--- src/rtl/ea_pkg.sv ---
`timescale 1ns/1ps
package ea_pkg;

  typedef enum logic [1:0] {
    BASE_NONE = 2'd0,
    BASE_BX   = 2'd1,
    BASE_BP   = 2'd2
  } base_sel_e;

  typedef enum logic [1:0] {
    IDX_NONE = 2'd0,
    IDX_SI   = 2'd1,
    IDX_DI   = 2'd2
  } idx_sel_e;

  typedef enum logic [1:0] {
    DSP_NONE = 2'd0,
    DSP_BYTE = 2'd1,
    DSP_WORD = 2'd2,
    DSP_ABS  = 2'd3
  } dsp_sel_e;

  typedef struct packed {
    base_sel_e base;
    idx_sel_e  idx;
    dsp_sel_e  dsp;
    logic      reg_op;
  } ea_ctl_t;

  localparam logic [1:0] MODE_NODISP = 2'b00;
  localparam logic [1:0] MODE_DISP8  = 2'b01;
  localparam logic [1:0] MODE_DISP16 = 2'b10;
  localparam logic [1:0] MODE_REG    = 2'b11;
  localparam logic [2:0] RM_DIRECT   = 3'b110;

endpackage

--- src/rtl/ea_decode.sv ---
`timescale 1ns/1ps
module ea_decode
  import ea_pkg::*;
(
  input  logic [1:0] mode_fld,
  input  logic [2:0] rm_fld,
  output ea_ctl_t    ctl
);

  base_sel_e base_map;
  idx_sel_e  idx_map;

  // register combination selected by the r/m code
  always_comb begin
    base_map = BASE_NONE;
    idx_map  = IDX_NONE;
    unique case (rm_fld)
      3'b000: begin base_map = BASE_BX;   idx_map = IDX_SI;   end
      3'b001: begin base_map = BASE_BX;   idx_map = IDX_DI;   end
      3'b010: begin base_map = BASE_BP;   idx_map = IDX_SI;   end
      3'b011: begin base_map = BASE_BP;   idx_map = IDX_DI;   end
      3'b100: begin base_map = BASE_NONE; idx_map = IDX_SI;   end
      3'b101: begin base_map = BASE_NONE; idx_map = IDX_DI;   end
      3'b110: begin base_map = BASE_BP;   idx_map = IDX_NONE; end
      3'b111: begin base_map = BASE_BX;   idx_map = IDX_NONE; end
      default: begin base_map = BASE_NONE; idx_map = IDX_NONE; end
    endcase
  end

  // mode field picks the displacement kind and the special cases
  always_comb begin
    ctl.base   = base_map;
    ctl.idx    = idx_map;
    ctl.dsp    = DSP_NONE;
    ctl.reg_op = 1'b0;
    unique case (mode_fld)
      MODE_NODISP: begin
        if (rm_fld == RM_DIRECT) begin
          ctl.base = BASE_NONE;
          ctl.idx  = IDX_NONE;
          ctl.dsp  = DSP_ABS;
        end
      end
      MODE_DISP8:  ctl.dsp = DSP_BYTE;
      MODE_DISP16: ctl.dsp = DSP_WORD;
      MODE_REG: begin
        ctl.base   = BASE_NONE;
        ctl.idx    = IDX_NONE;
        ctl.reg_op = 1'b1;
      end
      default: ctl.dsp = DSP_NONE;
    endcase
  end

endmodule

--- src/rtl/ea_sum.sv ---
`timescale 1ns/1ps
module ea_sum
  import ea_pkg::*;
#(
  parameter int AW      = 16,
  parameter int SHORT_W = 8
) (
  input  ea_ctl_t         ctl,
  input  logic [AW-1:0]   disp,
  input  logic [AW-1:0]   reg_bx,
  input  logic [AW-1:0]   reg_bp,
  input  logic [AW-1:0]   reg_si,
  input  logic [AW-1:0]   reg_di,
  output logic [AW-1:0]   sum
);

  localparam int EXT_W = AW - SHORT_W;

  logic [AW-1:0] base_v;
  logic [AW-1:0] idx_v;
  logic [AW-1:0] dsp_v;
  logic [AW-1:0] dsp_short;

  assign dsp_short = {{EXT_W{disp[SHORT_W-1]}}, disp[SHORT_W-1:0]};

  always_comb begin
    unique case (ctl.base)
      BASE_BX: base_v = reg_bx;
      BASE_BP: base_v = reg_bp;
      default: base_v = '0;
    endcase
  end

  always_comb begin
    unique case (ctl.idx)
      IDX_SI:  idx_v = reg_si;
      IDX_DI:  idx_v = reg_di;
      default: idx_v = '0;
    endcase
  end

  always_comb begin
    unique case (ctl.dsp)
      DSP_BYTE: dsp_v = dsp_short;
      DSP_WORD: dsp_v = disp;
      DSP_ABS:  dsp_v = disp;
      default:  dsp_v = '0;
    endcase
  end

  // three-term sum, carries beyond AW bits are dropped
  assign sum = base_v + idx_v + dsp_v;

endmodule

--- src/rtl/ea_phys.sv ---
`timescale 1ns/1ps
module ea_phys #(
  parameter int AW        = 16,
  parameter int SEG_SHIFT = 4,
  localparam int PAW      = AW + SEG_SHIFT
) (
  input  logic [AW-1:0]  seg,
  input  logic [AW-1:0]  off,
  output logic [PAW-1:0] phys
);

  generate
    if (SEG_SHIFT > 0) begin : g_shift
      assign phys = {seg, {SEG_SHIFT{1'b0}}} + {{SEG_SHIFT{1'b0}}, off};
    end else begin : g_flat
      assign phys = seg + off;
    end
  endgenerate

endmodule

--- src/rtl/ea_gen.sv ---
`timescale 1ns/1ps
module ea_gen
  import ea_pkg::*;
#(
  parameter int AW        = 16,
  parameter int SHORT_W   = 8,
  parameter int SEG_SHIFT = 4,
  parameter int SYNC_LEN  = 2,
  localparam int PAW      = AW + SEG_SHIFT
) (
  input  logic           clk,
  input  logic           rst_n,
  input  logic           req_valid,
  input  logic [1:0]     mode_fld,
  input  logic [2:0]     rm_fld,
  input  logic [AW-1:0]  disp,
  input  logic [AW-1:0]  reg_bx,
  input  logic [AW-1:0]  reg_bp,
  input  logic [AW-1:0]  reg_si,
  input  logic [AW-1:0]  reg_di,
  input  logic [AW-1:0]  reg_ds,
  output logic           out_valid,
  output logic           is_reg,
  output logic [AW-1:0]  offset,
  output logic [PAW-1:0] phys_addr
);

  // reset: asserted asynchronously, released on a clock edge
  logic [SYNC_LEN-1:0] rst_pipe_q;
  logic                rst_core_n;

  always_ff @(posedge clk or negedge rst_n) begin
    if (!rst_n) rst_pipe_q <= '0;
    else        rst_pipe_q <= {rst_pipe_q[SYNC_LEN-2:0], 1'b1};
  end
  assign rst_core_n = rst_pipe_q[SYNC_LEN-1];

  // datapath
  ea_ctl_t        ctl;
  logic [AW-1:0]  off_raw;
  logic [AW-1:0]  off_n;
  logic [PAW-1:0] phys_raw;
  logic [PAW-1:0] phys_n;

  ea_decode u_dec (
    .mode_fld (mode_fld),
    .rm_fld   (rm_fld),
    .ctl      (ctl)
  );

  ea_sum #(.AW(AW), .SHORT_W(SHORT_W)) u_sum (
    .ctl    (ctl),
    .disp   (disp),
    .reg_bx (reg_bx),
    .reg_bp (reg_bp),
    .reg_si (reg_si),
    .reg_di (reg_di),
    .sum    (off_raw)
  );

  ea_phys #(.AW(AW), .SEG_SHIFT(SEG_SHIFT)) u_phys (
    .seg  (reg_ds),
    .off  (off_raw),
    .phys (phys_raw)
  );

  // register operands produce no address
  assign off_n  = ctl.reg_op ? '0 : off_raw;
  assign phys_n = ctl.reg_op ? '0 : phys_raw;

  // next state
  logic           vld_d, vld_q;
  logic           reg_d, reg_q;
  logic [AW-1:0]  off_d, off_q;
  logic [PAW-1:0] phys_d, phys_q;
  logic           load_en;

  assign load_en = req_valid;

  always_comb begin
    vld_d  = req_valid;
    reg_d  = reg_q;
    off_d  = off_q;
    phys_d = phys_q;
    if (load_en) begin
      reg_d  = ctl.reg_op;
      off_d  = off_n;
      phys_d = phys_n;
    end
  end

  // state registers
  always_ff @(posedge clk or negedge rst_core_n) begin
    if (!rst_core_n) begin
      vld_q  <= 1'b0;
      reg_q  <= 1'b0;
      off_q  <= '0;
      phys_q <= '0;
    end else begin
      vld_q  <= vld_d;
      reg_q  <= reg_d;
      off_q  <= off_d;
      phys_q <= phys_d;
    end
  end

  assign out_valid = vld_q;
  assign is_reg    = reg_q;
  assign offset    = off_q;
  assign phys_addr = phys_q;

endmodule

--- config.mk ---
export PLATFORM = sky130hd
export DESIGN_NAME = ea_gen
export DESIGN_NICKNAME = d
export VERILOG_FILES = /design/src/rtl/ea_pkg.sv /design/src/rtl/ea_decode.sv /design/src/rtl/ea_sum.sv /design/src/rtl/ea_phys.sv /design/src/rtl/ea_gen.sv
export SDC_FILE = /design/constraint.sdc
export NUM_CORES = 1
export LEC_CHECK = 0
export BUFFER_PORTS_ARGS = -buffer_cell sky130_fd_sc_hd__buf_2
export CAP_MARGIN = 20
export CORE_ASPECT_RATIO = 0.8
export CORE_MARGIN = 2
export CORE_UTILIZATION = 45
export CTS_BUF_LIST = sky130_fd_sc_hd__clkbuf_2 sky130_fd_sc_hd__clkbuf_4 sky130_fd_sc_hd__clkbuf_8
export DETAILED_ROUTE_END_ITERATION = 16
export GPL_TIMING_DRIVEN = 0
export PLACE_DENSITY = 0.74
export SLEW_MARGIN = 40
export SYNTH_ARGS = -nofsm -noshare
export SYNTH_HDL_FRONTEND = slang
export SYNTH_SLANG_ARGS = --single-unit
--- constraint.sdc ---
create_clock -name clk -period 1.5 [get_ports clk]
set_input_delay 0.225 -clock clk [delete_from_list [all_inputs] [get_ports clk]]
set_output_delay 0.225 -clock clk [all_outputs]
set_load 0.01 [all_outputs]
-- Yosys cells after proc, flatten, opt, wreduce, memory -nomap -nowiden
Memories as Yosys holds them, arrays and structs flattened.
Cells that the tools add are included.
- $add $sub $neg: 3
- reduce and logical (&&, ||, !) cells: 2
- muxes and demuxes: 9
- eq/ne operators: 11
- operators by type and width (operator ; count):
    16-bit one-hot mux with 2 select lines ; 3
    16-bit adder ; 2
    20-bit by 16-bit adder with 20-bit output ; 1
    20-bit 2-to-1 mux ; 1
    16-bit 2-to-1 mux ; 1
    2-bit == test (second input constant) ; 6
    2-bit by 1-bit == test with 1-bit output (second input constant) ; 4
    4-bit one-hot mux with 2 select lines ; 1
    6-bit 2-to-1 mux ; 1
    2-bit one-hot mux with 3 select lines ; 1
    3-bit == test (second input constant) ; 1
    2-bit zero test ; 1
    2-bit OR reduction ; 1
    1-bit 2-to-1 mux ; 1
- memories: 1
- logic and storage cells: 31
- output and inout port bits: 38
- register bits after elaboration: 40
- bits in read-only memories: 32
- input bits: 104
- memories (name ; words ; width ; read ports ; clocked after Yosys merged registers in ; wr ports ; line ; source):
    (no name shown) ; 8 ; 4 ; 1 ; 0 ; 0 ; ea_decode.sv:17 ; unique case (rm_fld)

-- Logic depth before layout (Yosys ltp)
- word-level depth: 9
- mapped depth: 29
- depth with buffers taken out: 27

-- Hierarchy
A second synthesis with hierarchy kept.
- cell total of the unflattened synthesis: 522
- area, all modules: 4380.5 um^2
- by module, submodules not included (module ; sequential area each (um^2) ; cells each ; area each (um^2) ; times used):
    ea_sum ; 0.0 ; 236 ; 1727.9 ; 1
    ea_gen ; 1001.0 ; 161 ; 1706.6 ; 1
    ea_phys ; 0.0 ; 108 ; 820.8 ; 1
    ea_decode ; 0.0 ; 17 ; 125.1 ; 1

-- Worst setup path before layout
No wires, ideal clock.
- path kind: in2reg
- start point: in mode_fld[0]
- end point: reg phys_q[19] (netlist: phys_addr[19])
- cell stages on the path: 27
- buffers on the path: 2
- arrival: 5539 ps
- library setup time: 121 ps
- setup slack: -4160 ps
- required time: 1379 ps
- cell sequence: inv_1 > ha_1 > nor2_1 > o22ai_1 > and2_1 > inv_1 > ha_1 > clkbuf_1 > clkbuf_1 > a22oi_1 > or2_2 > fa_1 > inv_1 > fa_1 > a211o_1 > a21o_1 > a21oi_2 > o21bai_1 > a21oi_1 > xnor2_1 > ha_1 > or4_1 > a211o_1 > nand3_1 > a211oi_1 > xor2_1 > a22o_1
- longest elaborated chain between the ends: 8
- elaborated cells between the ends (all ways): 22
- those cells by class: 3 x add/sub; 10 x eq/ne; 7 x mux; 2 x reduce/logical
- RTL lines (what ; line ; source):
    start, declared ; ea_gen.sv:14 ; input logic [1:0] mode_fld,
    2-bit == test, or another cell as far along ; ea_decode.sv:36 ; unique case (mode_fld)
    4-bit one-hot mux with 2 select lines or 2-bit one-hot mux with 3 select lines (tied branches) ; ea_decode.sv:36 ;
    2-bit == test, or another cell as far along ; ea_sum.sv:27 ; unique case (ctl.base)
    16-bit one-hot mux with 2 select lines, or another cell as far along ; ea_sum.sv:27 ;
    16-bit adder or 16-bit one-hot mux with 2 select lines (tied branches) ; ea_sum.sv:52, ea_sum.sv:43 ;
    16-bit adder ; ea_sum.sv:52 ; assign sum = base_v + idx_v + dsp_v;
    20-bit by 16-bit adder with 20-bit output ; ea_phys.sv:14 ; assign phys = {seg, {SEG_SHIFT{1'b0}}} + {{SEG_SHIFT{1'b0}}, off};
    20-bit 2-to-1 mux (*) ; ea_gen.sv:69 ; assign phys_n = ctl.reg_op ? '0 : phys_raw;
    end signal, assigned ; ea_gen.sv:103 ; phys_q <= phys_d;
    end, declared ; ea_gen.sv:75 ; logic [PAW-1:0] phys_d, phys_q;
Mark *: on every way between the ends. The rest lies on a longest branch, timed or not.
A chain may end at the register's enable or synchronous reset.

-- Worst setup path in the final report
- start point: in rm_fld[2]
- end point: reg phys_q[16] (netlist: phys_addr[16])
- longest elaborated chain between the ends: 9
- elaborated cells between the ends (all ways): 20
- those cells by class: 3 x add/sub; 8 x eq/ne; 7 x mux; 1 x reduce/logical; 1 x memory
- RTL lines (what ; line ; source):
    start, declared ; ea_gen.sv:15 ; input logic [2:0] rm_fld,
    memory 8 x 4 bit or 3-bit == test (tied branches) ; -- ;
    6-bit 2-to-1 mux ; ea_decode.sv:38 ; if (rm_fld == RM_DIRECT) begin
    4-bit one-hot mux with 2 select lines or 2-bit one-hot mux with 3 select lines (tied branches) ; ea_decode.sv:36 ;
    2-bit == test, or another cell as far along ; ea_sum.sv:27 ;
    16-bit one-hot mux with 2 select lines, or another cell as far along ; ea_sum.sv:27 ;
    16-bit adder or 16-bit one-hot mux with 2 select lines (tied branches) ; ea_sum.sv:52, ea_sum.sv:43 ;
    16-bit adder (*) ; ea_sum.sv:52 ;
    20-bit by 16-bit adder with 20-bit output (*) ; ea_phys.sv:14 ;
    20-bit 2-to-1 mux (*) ; ea_gen.sv:69 ;
Marks and branches as above.

==> results.py <==
metrics = {
    "power": {
        "net-switching-power_mw": 2.09,
        "swShare_pct": 37.8,
        "p_leak_nw": 2.89,
        "ir_worst_vdd_uv": 695,
        "intPower_mw": 3.44,
        "powerDensity_nw_per_um2": 946,
        "seqPwrFrac_pct": 24.2,
        "p_clk_share_pct": 17.5,
        "p_comb_share_pct": 58.4,
    },
    "floorplan": {
        "rows": 29,
        "start_util_pct": 46.6,
        "die_area_um2": 9010,
        "die_x_um": 106,
        "core_um2": 7980,
        "die_h_um": 85.3,
        "ios": 142,
    },
    "logic_synthesis": {
        "ys.warnings.count": 0,
        "avgSynthCellArea_um2": 8.94,
        "synth-seq-area-share_pct": 24.2,
        "synth_area_um2": 3720,
        "syn_nets": 571,
        "synth_edf_count": 0,
        "synth_cells": 416,
        "synth_cell_type_count": 55,
        "ys.flop_type": "dfrtp_1",
        "synth_top_area_share_pct": 24.2,
        "synthTopCellsByArea": "dfrtp_1, ha_1, fa_1",
        "yosysTopAreaCell": "dfrtp_1",
        "async_flop_share_pct": 100,
        "synth_seq_cells": 36,
    },
    "timing": {
        "tns_ps": -77460,
        "period_share_pct": 329,
        "finalMaxSlewViolations": 0,
        "finalSetupViolations": 32,
        "worst_slew_pin_slew_ps": 744,
        "fin_crit_ps": 4940,
        "setup_slack_ps": -3440,
        "fmax_mhz": 203,
        "grt_setup_unrepaired": "true",
        "finClkSkew_ps": 7.39,
        "maxSlewHeadroom_pct": 50.2,
        "hold_viol": 0,
    },
    "setup_path": {
        "crit_fanout": 4,
        "end_kind": "flip-flop",
        "startpoint_type": "input pin",
        "worst-path-buf-inv": 5,
        "cp.arrival_ps": 5120,
        "crit_path_top_delay_cell": "fa_1",
        "critPathTopFamily": "compound AO/OA/AOI/OAI gates",
        "path_class": "input pin to flip-flop",
        "required_ps": 1690,
        "cpPeakStageDelay_ps": 480,
    },
    "grt": {
        "grt_pass1_vias": 3944,
        "met1_usage_pct": 36.6,
        "antenna_found_initial": 0,
        "overflow": 0,
        "track_usage_pct": 25.9,
        "use_met3_pct": 4.45,
        "grt-busiest-layer": "met2",
        "grt_max_degree": 35,
        "use_met2_pct": 42.5,
        "grt_pass1_wl_um": 18700,
    },
    "clock_network": {
        "cts.sinks": 36,
        "cts.htree.levels": 2,
        "clk_latency_ps": 300,
        "cts_tree": "done",
        "clockRootBuffer": "clkbuf_8",
        "clockBufferDepth": 2,
        "numCtsBuffers": 5,
        "path_clk_slew_ps": 80,
    },
    "detailed_routing": {
        "wirelength_um": 11600,
        "vias": 3905,
        "post_drt_wl_per_cell_um": 16.2,
        "drt_first_pass_iters": 5,
        "drt_iter0_markers": 197,
        "drc": 0,
        "viasPerCell": 5.45,
        "drtAntennaViolNets": 0,
    },
    "finish": {
        "n_antenna_cell": 0,
        "drive_gt1_share_pct": 55.8,
        "areaGrowthSynthToFinish_pct": 57.0,
        "final_cell_mix": "buf_2, buf_4, dfrtp_1",
        "largest_reg_flops": 20,
        "final_common_cell": "buf_2",
        "final_nets": 763,
        "postLayoutCoreUtil_pct": 73.2,
    },
    "place": {
        "dp_hpwl_um": 8290,
        "io_buffers": 141,
        "place.gp.congestion": 0.847,
    },
    "run_status": {
        "status": "finished, violations left",
        "failed_checks": "negative setup slack",
    },
    "job": {
        "maxCapViolations": 0,
    },
    "worst_hold_path": {
        "hold_class": "input pin to flip-flop",
    },
}
kinds of logic (layout without fill, tap and decap cells):
kind of cell | count (synthesis) | in the layout | share of synthesized area [%]
and+or+nand+nor | 99 | 99 | 14.6
xor gates and xnor gates | 25 | 25 | 5.89
other | 1 | 1 | 0.101
muxes | 1 | 1 | 0.303
adders and majority gates | 51 | 51 | 20.6
AOI/OAI and AO/OA | 138 | 138 | 27.3
DFF | 36 | 36 | 24.2
buffers and inverters | 65 | 258 | 6.96
power by group through the flow:
stage          Combinational (mW)  Sequential [mW]  Clock (mW)
6_report                     3.23             1.34       0.966
4_1_cts                      2.89             1.33       0.967
3_5_place_dp                 2.47             1.35           0
5_1_grt                      3.49             1.36        1.02
3_3_place_gp                 2.42             1.34           0
2_1_floorplan                1.62             1.44           0
synthesized netlist by cell type, types with 6 or more instances:
library cell,count
a21o_1,10
a21oi_1,25
a22o_1,19
a22oi_1,32
clkbuf_1,18
dfrtp_1,36
fa_1,17
ha_1,34
inv_1,41
nand2_1,20
nor2_1,15
nor2b_1,8
o21a_1,6
o21ai_0,7
or2_2,30
xnor2_1,17
xor2_1,8
through the flow:
step	instances	area, um^2	total power [mW]	hold slack, ps	worst slack [ps]
global placement	665	4860	3.76	12.9	-4210
global route	717	5840	5.88	88.8	-3640
floorplan	416	4020	3.06	-70.6	-3530
finish	717	5840	5.53	85.2	-3440
detailed placement	665	4860	3.82	12.9	-4310
CTS	702	5530	5.19	89.8	-3540
per-layer routing:
| metal | vias to the layer above | share of wire (%) |
|---|---|---|
| met1 | 1894 | 45 |
| met3 | 18 | 5.7 |
| met2 | 132 | 47 |
| met5 | - | 0 |
| met4 | 0 | 1.6 |
| li1 | 1861 | - |
final timing paths:
path / start / to / slack [ps] / depth (start not counted)
min in group asynchronous: rst_n / rst_pipe_q[1]$_DFF_PN0_ / 220 / 2
worst max-delay path: rm_fld[2] / phys_addr[16]$_DFFE_PN0P_ / -3440 / 26
worst min register to register: rst_pipe_q[1]$_DFF_PN0_ / phys_addr[0]$_DFFE_PN0P_ / 280 / 0
worst min-delay path: req_valid / out_valid$_DFF_PN0_ / 90 / 1
max in group asynchronous: rst_pipe_q[1]$_DFF_PN0_ / phys_addr[13]$_DFFE_PN0P_ / 880 / 0
worst max register to register: phys_addr[1]$_DFFE_PN0P_ / phys_addr[1]$_DFFE_PN0P_ / 630 / 2
worst reg2reg max path, cell delays in order (launching register included):
cell and delay, ps:
dfrtp_1 400, nor2b_1 150, a31o_4 220
layout make-up:
type                            instances  area [um^2]
Clock inverter                          1         30.0
Tap cell                              108          135
Clock buffer                            7         96.3
Sequential cell                        36          905
Inverter                               42          173
Timing Repair Buffer                  190         1170
Fill cell                             606         2140
Buffer                                 18          180
Multi-Input combinational cell        315         3150
timing repair:
item                       in CTS  in global routing
setup buffers                  30                 19
pin swaps                      44                 25
hold buffers                    1                  0
setup endpoints to repair      32                 32
hold endpoints to repair        2                  0
gates cloned                    2                  0
resized for setup              56                 47
Note: power is estimated with default switching activity, not from simulation.
